[config.mk]
export PLATFORM = sky130hd
export DESIGN_NAME = tw_cfg_regs
export DESIGN_NICKNAME = d
export VERILOG_FILES = /design/src/rtl/tw_cfg_pkg.sv /design/src/rtl/tw_sync.sv /design/src/rtl/tw_shift.sv /design/src/rtl/tw_decode.sv /design/src/rtl/tw_cfg_regs.sv
export SDC_FILE = /design/constraint.sdc
export NUM_CORES = 1
export LEC_CHECK = 0
export ABC_AREA = 1
export BUFFER_PORTS_ARGS = -buffer_cell sky130_fd_sc_hd__buf_4
export CAP_MARGIN = 25
export CELL_PAD_IN_SITES_DETAIL_PLACEMENT = 1
export CELL_PAD_IN_SITES_GLOBAL_PLACEMENT = 1
export CORE_ASPECT_RATIO = 1.1
export CORE_MARGIN = 1.5
export CORE_UTILIZATION = 43
export DETAILED_ROUTE_END_ITERATION = 8
export PLACE_DENSITY = 0.91
export RECOVER_POWER = 25
export SLEW_MARGIN = 20
export SYNTH_ARGS = -nofsm -noshare
export SYNTH_HDL_FRONTEND = slang
export SYNTH_SLANG_ARGS = --single-unit
[constraint.sdc]
create_clock -name clk -period 2.9 [get_ports clk]
set_clock_uncertainty 0.1 [all_clocks]
set_input_delay 0.29 -clock clk [delete_from_list [all_inputs] [get_ports clk]]
set_output_delay 0.29 -clock clk [all_outputs]
set_load 0.02 [all_outputs]
[src/rtl/tw_cfg_pkg.sv]
package tw_cfg_pkg;
  localparam int ADDR_W = 2;
  localparam int GAIN_W = 8;
  localparam int OFS_W  = 6;
  localparam int CAP_W  = 8;
  localparam int DIV_W  = 16;
  localparam int D3_W   = 3;
  localparam int CP_W   = 2;
  localparam int SW_N   = 4;

  localparam int SHORT_LEN = ADDR_W + GAIN_W + OFS_W;          // 16
  localparam int LONG_LEN  = ADDR_W + DIV_W + D3_W + 1 + CP_W; // 24
  localparam int CNT_W     = $clog2(LONG_LEN + 1) + 1;

  // field positions inside the normalized frame word
  localparam int GAIN_LO = ADDR_W;
  localparam int OFS_LO  = ADDR_W + GAIN_W;
  localparam int DIV_LO  = ADDR_W;
  localparam int D3_LO   = ADDR_W + DIV_W;
  localparam int BOFF_B  = D3_LO + D3_W;
  localparam int CP_LO   = BOFF_B + 1;
  localparam int SW_LO   = ADDR_W + DIV_W;
  localparam int BAND_B  = SW_LO + SW_N;

  typedef enum logic [ADDR_W-1:0] {
    S_DAC1 = 2'd0, S_DAC2 = 2'd1, S_CAP = 2'd2, S_NONE = 2'd3
  } short_addr_e;

  typedef enum logic [ADDR_W-1:0] {
    L_REF = 2'd0, L_MAIN = 2'd1, L_RSV2 = 2'd2, L_RSV3 = 2'd3
  } long_addr_e;

  typedef struct packed {
    logic dac1;
    logic dac2;
    logic cap;
    logic refd;
    logic maind;
  } wr_sel_t;
endpackage

[src/rtl/tw_sync.sv]
module tw_sync #(
  parameter int STAGES = 2,
  parameter int W      = 1
) (
  input  logic         clk,
  input  logic         rst,
  input  logic [W-1:0] d,
  output logic [W-1:0] q
);
  logic [W-1:0] st [STAGES];

  always_ff @(posedge clk) begin
    if (rst) st[0] <= '0;
    else     st[0] <= d;
  end

  for (genvar i = 1; i < STAGES; i++) begin : g_stage
    always_ff @(posedge clk) begin
      if (rst) st[i] <= '0;
      else     st[i] <= st[i-1];
    end
  end

  assign q = st[STAGES-1];
endmodule

[src/rtl/tw_shift.sv]
module tw_shift
  import tw_cfg_pkg::*;
(
  input  logic                clk,
  input  logic                rst,
  input  logic                clear,
  input  logic                shift,
  input  logic                bit_in,
  output logic [LONG_LEN-1:0] sr,
  output logic [CNT_W-1:0]    cnt
);
  always_ff @(posedge clk) begin
    if (rst) begin
      sr  <= '0;
      cnt <= '0;
    end else if (clear) begin
      cnt <= '0;
    end else if (shift) begin
      sr <= {bit_in, sr[LONG_LEN-1:1]};
      if (cnt != '1) cnt <= cnt + 1'b1;
    end
  end
endmodule

[src/rtl/tw_decode.sv]
module tw_decode
  import tw_cfg_pkg::*;
(
  input  logic                frame_end,
  input  logic [CNT_W-1:0]    cnt,
  input  logic [LONG_LEN-1:0] sr,
  output wr_sel_t             sel,
  output logic [LONG_LEN-1:0] fw
);
  logic is_short, is_long;

  always_comb begin
    is_short = (cnt == CNT_W'(SHORT_LEN));
    is_long  = (cnt == CNT_W'(LONG_LEN));
    fw = is_short ? {{(LONG_LEN-SHORT_LEN){1'b0}}, sr[LONG_LEN-1 -: SHORT_LEN]} : sr;
    sel = '0;
    if (frame_end && is_short) begin
      case (short_addr_e'(fw[ADDR_W-1:0]))
        S_DAC1:  sel.dac1 = 1'b1;
        S_DAC2:  sel.dac2 = 1'b1;
        S_CAP:   sel.cap  = 1'b1;
        default: ;
      endcase
    end else if (frame_end && is_long) begin
      case (long_addr_e'(fw[ADDR_W-1:0]))
        L_REF:   sel.refd  = 1'b1;
        L_MAIN:  sel.maind = 1'b1;
        default: ;
      endcase
    end
  end
endmodule

[src/rtl/tw_cfg_regs.sv]
module tw_cfg_regs
  import tw_cfg_pkg::*;
#(
  parameter int SYNC_STAGES = 2
) (
  input  logic              clk,
  input  logic              rst,
  input  logic              bus_en,
  input  logic              bus_clk,
  input  logic              bus_dat,
  output logic [CAP_W-1:0]  xtal_cap,
  output logic [GAIN_W-1:0] dac1_gain,
  output logic [OFS_W-1:0]  dac1_ofs,
  output logic [GAIN_W-1:0] dac2_gain,
  output logic [OFS_W-1:0]  dac2_ofs,
  output logic [D3_W-1:0]   dac3_lvl,
  output logic [DIV_W-1:0]  ref_div,
  output logic [DIV_W-1:0]  main_div,
  output logic [CP_W-1:0]   cp_sel,
  output logic              buf_off,
  output logic              band_am,
  output logic [SW_N-1:0]   sw_off
);
  logic [2:0]          bus_s;
  logic                en_s, sclk_s, dat_s;
  logic                en_d, sclk_d;
  logic                frame_end, shift;
  logic [LONG_LEN-1:0] shreg, fw;
  logic [CNT_W-1:0]    bit_cnt;
  wr_sel_t             sel;

  tw_sync #(.STAGES(SYNC_STAGES), .W(3)) u_sync (
    .clk(clk), .rst(rst), .d({bus_en, bus_clk, bus_dat}), .q(bus_s)
  );
  assign {en_s, sclk_s, dat_s} = bus_s;

  always_ff @(posedge clk) begin
    if (rst) begin
      en_d   <= 1'b0;
      sclk_d <= 1'b0;
    end else begin
      en_d   <= en_s;
      sclk_d <= sclk_s;
    end
  end

  assign shift     = en_s & sclk_s & ~sclk_d;
  assign frame_end = en_d & ~en_s;

  tw_shift u_shift (
    .clk(clk), .rst(rst), .clear(~en_s), .shift(shift), .bit_in(dat_s),
    .sr(shreg), .cnt(bit_cnt)
  );

  tw_decode u_dec (
    .frame_end(frame_end), .cnt(bit_cnt), .sr(shreg), .sel(sel), .fw(fw)
  );

  always_ff @(posedge clk) begin
    if (rst) begin
      xtal_cap  <= '0;
      dac1_gain <= '0;
      dac1_ofs  <= '0;
      dac2_gain <= '0;
      dac2_ofs  <= '0;
      dac3_lvl  <= '0;
      ref_div   <= '0;
      main_div  <= '0;
      cp_sel    <= '0;
      buf_off   <= 1'b1;
      band_am   <= 1'b0;
      sw_off    <= '1;
    end else begin
      if (sel.dac1) begin
        dac1_gain <= fw[GAIN_LO +: GAIN_W];
        dac1_ofs  <= fw[OFS_LO +: OFS_W];
      end
      if (sel.dac2) begin
        dac2_gain <= fw[GAIN_LO +: GAIN_W];
        dac2_ofs  <= fw[OFS_LO +: OFS_W];
      end
      if (sel.cap) xtal_cap <= fw[GAIN_LO +: CAP_W];
      if (sel.refd) begin
        ref_div  <= fw[DIV_LO +: DIV_W];
        dac3_lvl <= fw[D3_LO +: D3_W];
        buf_off  <= fw[BOFF_B];
        cp_sel   <= fw[CP_LO +: CP_W];
      end
      if (sel.maind) begin
        main_div <= fw[DIV_LO +: DIV_W];
        sw_off   <= fw[SW_LO +: SW_N];
        band_am  <= fw[BAND_B];
      end
    end
  end
endmodule

==> impl_metrics.py, run 1 <==
metrics = {
    "hold_path": {
        "hold_class": "flip-flop to flip-flop",
        "hold_path_depth": 2,
        "hold_start": "u_sync.st[0][2]",
    },
    "clocking": {
        "post_cts_resize_count": 0,
        "path_clk_slew_ns": 0.05,
        "cts_tree": "done",
        "cts-buffers-inserted": 17,
        "clk_latency_ns": 0.42,
        "root_buffer": "clkbuf_16",
        "cts_max_level": 4,
        "cts_setup_buffers": 0,
        "cts_buffer_depth": 2,
        "cts.sinks": 117,
    },
    "critical_path": {
        "crit_chain": "inv_1 -> ha_1 -> nand3_4 -> nand2_1 -> nand2_2 -> nand2_4 -> nor2_4 -> nor2_1 -> nor2_1",
        "start_kind": "flip-flop",
        "critPathSlowestCell": "nor2_4",
        "crit_path_start": "u_shift.cnt[0]",
        "r2r-start": "u_shift.cnt[0]",
        "critical_path.max_fanout": 27,
        "worst_path_most_repeated_cell": "nor2_1",
        "crit_arrival_ns": 2.94,
        "crit_type": "flip-flop to flip-flop",
        "rr_worst_depth": 9,
        "cp_data_required_time_ns": 3.15,
        "worstSetupEndpointType": "flip-flop",
        "slowest_delay_ns": 0.47,
    },
    "placed_design": {
        "gp_congestion": 0.827,
        "post_dp_cell_area_mm2": 0.00567,
        "post-place-ws_ns": 0.328,
        "portBuffers": 83,
        "dp_hpwl_mm": 10.3,
        "dp.cells": 897,
    },
    "timing": {
        "finalSetupViolations": 0,
        "fin_ws_ns": 0.212,
        "rsz0062_at_grt": "no",
        "final.setup.tns_ns": 0,
        "min_period_ns": 2.69,
        "fin_crit_sh_pct": 92.7,
        "slew_headroom_pct": 42.9,
        "clock.fmax_mhz": 372,
        "holdWs_ns": 0.304,
        "hold_violations": 0,
        "slew_violations": 0,
        "worstMarginPinSlew_ns": 0.847,
    },
    "logic_synthesis": {
        "synth_top_area_share_pct": 46.7,
        "synth_common_cells": "157 x nor2_1, 130 x nand2_1, 117 x dfxtp_1",
        "synth_nets": 696,
        "syn-mean-instance-area_um2": 7.28,
        "ys_seq_area_share_pct": 46.7,
        "synth_compound_area_share_pct": 6.49,
        "synth_xor_area_share_pct": 0.349,
        "synth-async-reset-ratio_pct": 0,
        "syn_area_mm2": 0.00501,
        "synth_top_family_by_area": "simple AND/OR/NAND/NOR gates",
        "synth_most_common_cell": "nor2_1",
        "ys_top_cells_by_area": "dfxtp_1 47%, nor2_1 12%, nand2_1 9.7%",
        "synth_top_cell_by_area": "dfxtp_1",
        "synth-simple-area-share_pct": 36.5,
        "syn_inst": 689,
        "synth-seq-cells": 117,
        "synth_edf_count": 0,
        "synth_warnings": 0,
        "synth_adder_area_share_pct": 0.499,
        "ys.flop_type": "dfxtp_1",
        "muxShareOfSynthArea_pct": 0,
        "yosysUniqueCellTypes": 24,
    },
    "floorplan": {
        "initial_core_util_pct": 43.8,
        "die_x_um": 106,
        "die_area_mm2": 0.0123,
        "design.core.area_mm2": 0.0114,
        "ios": 84,
        "die_h_um": 116,
        "rows": 41,
    },
    "route": {
        "num_vias": 4978,
        "final_antenna_net_count": 0,
        "viasPerCell": 5.32,
        "drtIter0Drc": 478,
        "remaining_drc_errors": 0,
        "drt_wl_total_mm": 17.2,
        "dr.pass1.iters": 5,
        "avgRoutedWirePerCell_um": 18.3,
    },
    "outcome": {
        "status": "finished, final reports clean",
    },
    "global_routing": {
        "first_global_vias": 5237,
        "grt_pass1_wl_mm": 27.5,
        "overflow": 0,
        "grt_usage_pct": 29.3,
        "grt_max_degree": 55,
        "antenna_found_initial": 0,
    },
    "layout": {
        "drive_above_1_share_pct": 15.3,
        "nets": 780,
        "syn2layout_area_growth_pct": 25.2,
        "final_util_pct": 54.9,
        "antenna_cells": 0,
        "final_cell_area_mm2": 0.00628,
        "instances_no_fill": 936,
        "nFillCells": 1458,
    },
    "pwr": {
        "ir_drop_mv": 0.317,
        "powerDensity_mw_per_mm2": 678,
        "total_power_mw": 4.26,
        "cellLeakagePower_nw": 2.68,
    },
    "run": {
        "max-cap-violations": 0,
    },
}
power breakdown:
| group | internal [mW] | total, mW | switching, mW |
|---|---|---|---|
| sequential | 1.62 | 1.62 | 0.00620 |
| combinational | 0.0323 | 0.104 | 0.0716 |
| clock | 1.74 | 2.53 | 0.790 |
layer usage:
| layer | vias to the layer above | GRT usage, % | part of all wire, % |
|---|---|---|---|
| li1 | 2331 | - | - |
| met1 | 2436 | 32.5 | 40 |
| met5 | - | 0 | 0 |
| met3 | 42 | 5.86 | 4.3 |
| met2 | 169 | 54.8 | 52 |
| met4 | 0 | 12.3 | 3.4 |
path summary, 6_finish.rpt:
kind	endpoint	slack, ns
setup / recovery	main_div[4]	0.21
hold / removal	u_sync.st[1][2]	0.30
hold reg to reg	u_sync.st[1][2]	0.30
setup reg to reg	main_div[4]	0.21
critical path, delay by kind of cell (launching register included):
| family | cells | cell delay [ns] |
|---|---|---|
| and+or+nand+nor | 7 | 1.71 |
| buffers and inverters | 1 | 0.10 |
| DFF | 1 | 0.38 |
| adders and majority gates | 1 | 0.31 |
cell families after synthesis:
kind of cell    count (synthesis)
compound gates                 65
xor+xnor                        2
fa+ha+maj                       2
buf+inv                        95
flops                         117
simple gates                  408
cells in the final DEF (no fill, tap or decap):
| cell type | count |
|---|---|
| nand4_1 | 10 |
| buf_4 | 53 |
| nor2_4 | 9 |
| o21ai_1 | 5 |
| nor2_2 | 11 |
| nand2_2 | 7 |
| nand3_4 | 1 |
| nor2_1 | 157 |
| clkbuf_8 | 2 |
| nor3_4 | 1 |
| clkbuf_1 | 45 |
| clkbuf_16 | 17 |
| inv_2 | 2 |
| nand3_1 | 76 |
| clkinv_4 | 1 |
| nand2_4 | 3 |
| o21ai_0 | 38 |
| nor3_1 | 2 |
| dlygate4sd3_1 | 7 |
| nand2_1 | 130 |
| bufinv_16 | 7 |
| nor2_8 | 1 |
| xor2_1 | 2 |
| inv_1 | 53 |
| dfxtp_1 | 117 |
| clkinv_2 | 2 |
| ha_1 | 2 |
| clkinvlp_4 | 3 |
| a21oi_1 | 22 |
registers in the layout, summed over array words and instances, names as in the netlist:
name and count:
main_div 16, buf_off 1, xtal_cap 8, sclk_d 1, band_am 1, cp_sel 2, dac2_gain 8, u_sync.st 6
u_shift.cnt 6, sw_off 4, dac2_ofs 6, ref_div 16, dac1_ofs 6, dac3_lvl 3, dac1_gain 8, u_shift.sr 24
en_d 1
repair_timing:
item                                    in CTS  in global routing
hold buffers                                 7                  0
endpoints found under the hold margin        7                  0
endpoints found under the setup margin       0                  0
area by class of cell:
| class | count | area [um2] | area share, % |
|---|---|---|---|
| well taps | 150 | 188 | 2.99 |
| clock inverters | 13 | 251 | 4.01 |
| repair buffers | 105 | 637 | 10.1 |
| flip-flops and latches | 117 | 2340 | 37.3 |
| clock buffers | 19 | 453 | 7.22 |
| multi-input cells | 477 | 2200 | 35.0 |
| inverters | 55 | 206 | 3.29 |
(Power assumes the default switching activity.)
==> run 2, diff against run 1 <==
--- a/config.mk
+++ b/config.mk
@@ -14,8 +14,9 @@
 export CORE_MARGIN = 1.5
 export CORE_UTILIZATION = 43
 export DETAILED_ROUTE_END_ITERATION = 8
+export MAX_ROUTING_LAYER = met4
 export PLACE_DENSITY = 0.91
-export RECOVER_POWER = 25
+export RECOVER_POWER = 100
 export SLEW_MARGIN = 20
 export SYNTH_ARGS = -nofsm -noshare
 export SYNTH_HDL_FRONTEND = slang
==> run 2 against run 1 <==
Against the previous run: largest cell class unchanged; maximum frequency down 0.70%; final cell count unchanged; hold slack about the same; combinational power about the same; utilization down 1.4 points; cell area down 2.5%; count of clock-buffer cells in the layout unchanged; sequential power about the same.
==> impl_metrics.py, run 2 (synthesis results as in run 1) <==
metrics = {
    "floorplan": {
        "rows": 41,
        "die_h_um": 116,
        "design.core.area_mm2": 0.0114,
        "die_x_um": 106,
        "initial_core_util_pct": 43.8,
        "ios": 84,
        "die_area_mm2": 0.0123,
    },
    "timing": {
        "final.setup.tns_ns": 0,
        "finalSetupViolations": 0,
        "min_period_ns": 2.71,
        "fin_crit_sh_pct": 93.3,
        "rsz0062_at_grt": "no",
        "slew_headroom_pct": 28.7,
        "holdWs_ns": 0.304,
        "worstMarginPinSlew_ns": 1.07,
        "slew_violations": 0,
        "clock.fmax_mhz": 369,
        "hold_violations": 0,
    },
    "global_routing": {
        "first_global_vias": 5215,
        "antenna_found_initial": 0,
        "grt_usage_pct": 30.2,
        "grt_max_degree": 55,
        "overflow": 0,
        "grt_pass1_wl_mm": 27.5,
    },
    "route": {
        "viasPerCell": 5.37,
        "dr.pass1.iters": 6,
        "avgRoutedWirePerCell_um": 18.4,
        "wirelength_met1_mm": 6.87,
        "drtIter0Drc": 396,
        "drt_wl_total_mm": 17.2,
        "routed-wl-met2_mm": 9.02,
        "num_vias": 5028,
        "remaining_drc_errors": 0,
        "final_antenna_net_count": 0,
        "top_layer": "met4",
        "wl_met3_um": 853,
    },
    "pwr": {
        "ir_drop_mv": 0.314,
        "total_power_mw": 4.26,
        "cellLeakagePower_nw": 2.51,
        "powerDensity_mw_per_mm2": 696,
    },
    "critical_path": {
        "rr_worst_depth": 9,
        "worstSetupEndpointType": "flip-flop",
        "r2r-start": "u_shift.cnt[0]",
        "cp_data_required_time_ns": 3.15,
        "crit_type": "flip-flop to flip-flop",
        "start_kind": "flip-flop",
        "crit_arrival_ns": 2.96,
        "critical_path.max_fanout": 27,
        "crit_path_start": "u_shift.cnt[0]",
    },
    "layout": {
        "drive_above_1_share_pct": 10.4,
        "top_regs": "u_shift.sr (24), main_div (16), ref_div (16)",
        "syn2layout_area_growth_pct": 22.1,
        "instances_no_fill": 936,
        "layout_common_cells": "158 x nor2_1, 131 x nand2_1, 117 x dfxtp_1",
        "largest_reg_flops": 24,
        "top_register": "u_shift.sr",
        "mostFrequentLayoutCell": "nor2_1",
        "nFillCells": 1487,
        "antenna_cells": 0,
        "nets": 780,
    },
    "clocking": {
        "cts.sinks": 117,
        "cts-buffers-inserted": 17,
        "cts_buffer_depth": 2,
        "clk_latency_ns": 0.43,
        "cts_setup_buffers": 0,
        "ctsHoldBuffers": 7,
        "cts_max_level": 4,
        "root_buffer": "clkbuf_16",
        "path_clk_slew_ns": 0.05,
        "post_cts_resize_count": 0,
        "cts_tree": "done",
    },
    "hold_path": {
        "hold_path_depth": 2,
        "hold_class": "flip-flop to flip-flop",
        "hold_start": "u_sync.st[0][2]",
    },
    "placed_design": {
        "portBuffers": 83,
        "dp.cells": 897,
        "dp_hpwl_mm": 10.3,
        "gp_congestion": 0.840,
    },
    "run": {
        "max-cap-violations": 0,
    },
    "outcome": {
        "status": "finished, final reports clean",
    },
}
-- run 2: where the power goes --
| part | switching, mW | total [mW] | internal (mW) |
|---|---|---|---|
| Combinational | 0.0717 | 0.104 | 0.0326 |
| Sequential | 0.00620 | 1.62 | 1.62 |
| Clock | 0.796 | 2.54 | 1.74 |
| Total | 0.874 | 4.26 | 3.39 |
-- run 2: final timing paths --
| check | endpoint | slack, ns |
|---|---|---|
| max | main_div[4] | 0.19 |
| min | u_sync.st[1][2] | 0.30 |
| max reg2reg | main_div[4] | 0.19 |
| min reg2reg | u_sync.st[1][2] | 0.30 |
-- run 2: layer usage --
layer | vias up | GRT usage, %
li1 | 2335 | -
met1 | 2484 | 32.3
met2 | 172 | 54.9
met3 | 37 | 5.69
met4 | 0 | 12.6
met5 | - | -
-- run 2: critical path: stages, from the launching register on --
cell and delay, ns:
dfxtp_1 0.38, inv_1 0.10, ha_1 0.31, nand3_4 0.31, nand2_1 0.14, nand2_2 0.41
nand2_4 0.13, nor2_4 0.47, nor2_1 0.13, nor2_1 0.14
-- run 2: layout make-up --
cell class | instances | area [um2] | area share [%]
multi-input cells | 477 | 2180 | 35.7
repair buffers | 105 | 497 | 8.11
clock inverters | 13 | 251 | 4.11
inverters | 55 | 206 | 3.37
flip-flops and latches | 117 | 2340 | 38.3
clock buffers | 19 | 453 | 7.40
well taps | 150 | 188 | 3.07
-- run 2: through the flow --
stage / utilization (%) / worst slack [ns] / instance area (um2)
4_1_cts: 56.3 / 0.217 / 6450
5_1_grt: 53.5 / 0.0255 / 6120
3_5_place_dp: 49.6 / 0.328 / 5670
3_3_place_gp: 49.6 / 0.558 / 5670
6_report: 53.5 / 0.193 / 6120
2_1_floorplan: - / 1.13 / 5010
